**src/rtl/strapgate_pkg.sv**
```systemverilog
package strapgate_pkg;

    typedef enum logic [1:0] {
        ST_SAMPLE = 2'd0,
        ST_HOLD   = 2'd1,
        ST_RUN    = 2'd2
    } seq_state_e;

    localparam int RD_W   = 8;
    localparam int FS_LSB = 3;

endpackage

```
**src/rtl/strap_capture.sv**
```systemverilog
module strap_capture #(
    parameter int NFS = 4
) (
    input  logic           clk,
    input  logic           rst_n,
    input  logic           capture,
    input  logic [NFS:0]   pins,
    output logic [NFS-1:0] fs_q,
    output logic           mode_q
);

    always_ff @(posedge clk or negedge rst_n) begin
        if (!rst_n) begin
            fs_q   <= '0;
            mode_q <= 1'b0;
        end else if (capture) begin
            fs_q   <= pins[NFS-1:0];
            mode_q <= pins[NFS];
        end
    end

endmodule

```
**src/rtl/start_seq.sv**
```systemverilog
module start_seq
    import strapgate_pkg::*;
#(
    parameter int START_CYC = 300000
) (
    input  logic       clk,
    input  logic       rst_n,
    input  logic       pwr_good,
    output seq_state_e state,
    output logic       capture,
    output logic       drive,
    output logic       run
);

    localparam int CW = $clog2(START_CYC + 1);
    localparam logic [CW-1:0] LAST = CW'(START_CYC - 1);

    seq_state_e    nxt;
    logic [CW-1:0] cnt;

    always_comb begin
        nxt = state;
        unique case (state)
            ST_SAMPLE: if (pwr_good)    nxt = ST_HOLD;
            ST_HOLD:   if (cnt == LAST) nxt = ST_RUN;
            ST_RUN:                     nxt = ST_RUN;
            default:                    nxt = ST_SAMPLE;
        endcase
    end

    always_ff @(posedge clk or negedge rst_n) begin
        if (!rst_n) state <= ST_SAMPLE;
        else        state <= nxt;
    end

    always_ff @(posedge clk or negedge rst_n) begin
        if (!rst_n)                cnt <= '0;
        else if (state == ST_HOLD) cnt <= cnt + CW'(1);
        else                       cnt <= '0;
    end

    always_comb begin
        capture = 1'b0;
        drive   = 1'b0;
        run     = 1'b0;
        unique case (state)
            ST_SAMPLE: capture = pwr_good;
            ST_HOLD:   drive   = 1'b1;
            ST_RUN: begin
                drive = 1'b1;
                run   = 1'b1;
            end
            default: ;
        endcase
    end

endmodule

```
**src/rtl/clk_gate_cell.sv**
```systemverilog
module clk_gate_cell (
    input  logic clk,
    input  logic rst_n,
    input  logic run,
    input  logic src,
    input  logic want,
    output logic out
);

    logic gate_q;

    always_ff @(posedge clk or negedge rst_n) begin
        if (!rst_n)    gate_q <= 1'b0;
        else if (!run) gate_q <= 1'b0;
        else if (!src) gate_q <= want;
    end

    assign out = src & gate_q;

endmodule

```
**src/rtl/strapgate_ctrl.sv**
```systemverilog
module strapgate_ctrl
    import strapgate_pkg::*;
#(
    parameter int NOUT      = 6,
    parameter int NFS       = 4,
    parameter int START_CYC = 300000,
    parameter int FREE_IDX  = 0,
    parameter int REF_IDX   = 1
) (
    input  logic              clk,
    input  logic              rst_n,
    input  logic              pwr_good,
    input  logic [NFS:0]      strap_in,
    input  logic              pd_n,
    input  logic              tri_all,
    input  logic [NOUT-1:0]   en_bits,
    input  logic [NOUT-1:0]   src_clk,
    output logic [NOUT-1:0]   clk_out,
    output logic [NOUT-1:0]   clk_oe,
    output logic [RD_W-1:0]   strap_rd
);

    seq_state_e     seq_state;
    logic           capture;
    logic           drive;
    logic           run;
    logic [NFS-1:0] fs_q;
    logic           mode_q;
    logic           pd_ok;

    start_seq #(.START_CYC(START_CYC)) u_seq (
        .clk      (clk),
        .rst_n    (rst_n),
        .pwr_good (pwr_good),
        .state    (seq_state),
        .capture  (capture),
        .drive    (drive),
        .run      (run)
    );

    strap_capture #(.NFS(NFS)) u_cap (
        .clk     (clk),
        .rst_n   (rst_n),
        .capture (capture),
        .pins    (strap_in),
        .fs_q    (fs_q),
        .mode_q  (mode_q)
    );

    assign pd_ok = mode_q | pd_n;

    for (genvar i = 0; i < NOUT; i++) begin : g_out
        logic want;
        logic pin_owned;
        if (i == REF_IDX) begin : g_ref
            assign pin_owned = mode_q;
        end else begin : g_plain
            assign pin_owned = 1'b1;
        end
        if (i == FREE_IDX) begin : g_free
            assign want = en_bits[i] & pin_owned;
        end else begin : g_stoppable
            assign want = en_bits[i] & pin_owned & pd_ok;
        end

        clk_gate_cell u_gate (
            .clk   (clk),
            .rst_n (rst_n),
            .run   (run),
            .src   (src_clk[i]),
            .want  (want),
            .out   (clk_out[i])
        );

        assign clk_oe[i] = drive & ~tri_all & pin_owned;
    end

    always_comb begin
        strap_rd = '1;
        strap_rd[FS_LSB +: NFS] = fs_q;
    end

endmodule

```
**config.mk**
```make
export PLATFORM = sky130hd
export DESIGN_NAME = strapgate_ctrl
export DESIGN_NICKNAME = d
export VERILOG_FILES = /design/src/rtl/strapgate_pkg.sv /design/src/rtl/strap_capture.sv /design/src/rtl/start_seq.sv /design/src/rtl/clk_gate_cell.sv /design/src/rtl/strapgate_ctrl.sv
export SDC_FILE = /design/constraint.sdc
export NUM_CORES = 1
export LEC_CHECK = 0
export BUFFER_PORTS_ARGS = -buffer_cell sky130_fd_sc_hd__buf_2
export CAP_MARGIN = 20
export CORE_AREA = 5 5 78 80
export DETAILED_ROUTE_END_ITERATION = 10
export DIE_AREA = 0 0 83 85
export PLACE_DENSITY = 0.61
export RECOVER_POWER = 100
export SKIP_LAST_GASP = 1
export SLEW_MARGIN = 20
export SYNTH_ARGS = -nofsm -noshare
export SYNTH_HDL_FRONTEND = slang
export SYNTH_SLANG_ARGS = --single-unit
```
**constraint.sdc**
```tcl
create_clock -name clk -period 1.9 [get_ports clk]
set_input_delay 0.38 -clock clk [delete_from_list [all_inputs] [get_ports clk]]
set_output_delay 0.38 -clock clk [all_outputs]
set_load 0.005 [all_outputs]
```
==> reports/metrics.cfg <==
[yosys]
syn_area_per_cell_um2=10.2
synthTopCellsByCount=32 x dfrtp_1, 14 x buf_4, 14 x nor2_1, 10 x xor2_1
async_flop_share=1.00
synth_area_um2=1740
ys_types=35
synth_top_area_frac=0.461
yosysMostFrequentCell=dfrtp_1
ys_seq_area_frac=0.461
yosysWarningCount=0
yosysTopAreaCell=dfrtp_1
ys_dominant_reg_cell=dfrtp_1
synthCells=170
synth_area_leaders=dfrtp_1 46%, buf_4 6.0%, xor2_1 5.0%
synth_edf_count=0
ys_ff_latch=32

[detailed_routing]
routed_wl_um=3530
dr.pass1.iters=4
via_per_inst=4.59
drtIter0Drc=64
vias=1285
antenna_left=0
wl_per_cell_um=12.6
drcViolationCount=0

[critical_path]
cp_slowest_cell=or4_4
cp_common_cell=or4_4
max_stage_delay_ns=0.51
worstPathArrival_ns=2.04
required_ns=2.11
crit_path_start_kind=flip-flop
reg2reg_slack_ns=0.07
critical_path.cell_chain=or4_4, or4_4, mux2_4, o211ai_2
crit_type=flip-flop to flip-flop
worstPathMaxFanout=4
crit_path_end_kind=flip-flop

[clock_tree]
clkTransAtPathRegs_ns=0.07
ctsLongestPathBuffers=2
cts_tree=built
numCtsBuffers=5
cts.sinks=32
htree_levels=2
hold_buffers=0
clk_latency_ns=0.28
root_buffer=clkbuf_8

[timing]
fin_tns_setup_ns=0
tightestPinTransition_ns=0.797
period_share=0.965
rsz0062_at_grt=yes
fin_skew_ns=0.00465
max_freq_mhz=545
maxSlewHeadroom=0.469
setup_viol=0
hold_viol=0
worst_slack_ns=0.0656
finalMaxSlewViolations=0
finalCriticalPeriod_ns=1.83

[cells_and_area]
antenna_cells=0
final_layout_size_suffix_gt1_frac=0.274
final-seq-area_um2=801
final_nets=234
areaGrowthSynthToFinish_pct=19.2
fin_util=0.388
multi_input_area_um2=835
nFillCells=558

[placement]
gp_congestion=0.748
port_buffers=37
pre_cts_ws_ns=0.0890
hpwl_um=2520

[grt]
grt_usage=0.102
grt_pass1_wl_um=5890
grt_start_max_net_pins=33
antenna_found_initial=0
grt_pass1_vias=1264
grt_overflow=0

[run]
maxCapViolations=0

[power_and_ir_drop]
vdd_ir_drop_max_uv=429
powerDensity_nw_per_um2=1020
p_total_mw=2.12
leakagePower_nw=0.954

[die]
num_rows=27
die_h_um=85
io_pins=42
die_x_um=83
initial_core_util=0.326
die-area_um2=7060
core_um2=5340

[hold_path]
hold_path_class=input port to async pin

[run_status]
status=complete, no violations

[registers in the layout, summed over array words and instances (netlist names)]
name                 flops
u_seq.cnt               19
g_out.u_gate.gate_q      6
u_cap.fs_q               4
u_seq.state              2
u_cap.mode_q             1
[final timing paths]
check / from / endpoint / cells past startpoint
hold reg to reg: u_seq.cnt[0] / u_seq.cnt[0] / 1
min in group clk: strap_in[1] / u_cap.fs_q[1] / 2
hold / removal: rst_n / u_seq.cnt[11] / 1
max in group asynchronous: rst_n / u_seq.state[0] / 1
setup reg to reg: u_seq.cnt[13] / u_seq.state[0] / 4
setup / recovery: u_seq.cnt[13] / u_seq.state[0] / 4
[cell type report]
| cell class | instances | area share |
|---|---|---|
| well taps | 72 | 0.0435 |
| flip-flops and latches | 32 | 0.387 |
| repair buffers | 45 | 0.116 |
| clock buffers | 8 | 0.0435 |
| inverters | 4 | 0.00725 |
| multi-input cells | 119 | 0.403 |
[through the flow]
step,std cells,cell area (µm²),hold slack [ns]
6_report,280,2070,0.171
5_1_grt,280,2070,0.237
4_1_cts,280,2060,0.175
3_5_place_dp,270,1950,0.463
3_3_place_gp,270,1950,0.446
2_1_floorplan,173,1750,0.0844
[repair_timing]
action,in CTS,in global routing
gates resized for setup,2,2
setup buffers,2,0
setup endpoints to repair,6,2
cloned,0,0
[report_power, final]
group / total, mW / switching, mW / internal (mW) / leakage [nW]
sequential: 0.847 / 0.0521 / 0.795 / 0.430
clock: 0.536 / 0.241 / 0.295 / 0.0455
combinational: 0.736 / 0.372 / 0.364 / 0.478
total: 2.12 / 0.665 / 1.45 / 0.954
[layer usage]
| layer | vias to the layer above | global-route usage | share of wire |
|---|---|---|---|
| met5 | - | 0 | 0 |
| met4 | 0 | 0.0312 | 0.0085 |
| met3 | 4 | 0.0485 | 0.071 |
| met2 | 39 | 0.160 | 0.46 |
| met1 | 595 | 0.124 | 0.46 |
| li1 | 647 | - | - |
[cell families after synthesis]
family                   count (synthesis)  synth area share
AND/OR/NAND/NOR                         70             0.230
flip-flops                              32             0.461
AO/OA/AOI/OAI                           22            0.0871
buffers and inverters                   22            0.0792
XOR/XNOR                                11            0.0554
multiplexers                             7            0.0497
adder cells (fa/ha/maj)                  5            0.0360
other                                    1           0.00216
[cells in the final DEF (no fill, tap or decap), drive strengths merged]
cell and count:
nor4 1, a21oi 7, and4 2, mux2 7
nand2b 1, buf 41, inv 4, nor3b 4
nor2b 3, o31ai 2, xnor2 1, or4 4
nor2 14, o21ai 3, nand2 7, nand4 6
dfrtp 32, and2 10, ha 5, and3 4
o31a 1, nand3 9, o211ai 2, xor2 10
o21a 7, or3 3, conb 4, clkbuf 12
nand4bb 1, nand3b 1
[critical path, delay by kind of cell (launching register included)]
kind | cells | cell delay (ns)
multiplexers | 1 | 0.32
AND/OR/NAND/NOR | 2 | 0.96
flip-flops | 1 | 0.42
AO/OA/AOI/OAI | 1 | 0.06
Power figures use the tool's default switching activity.
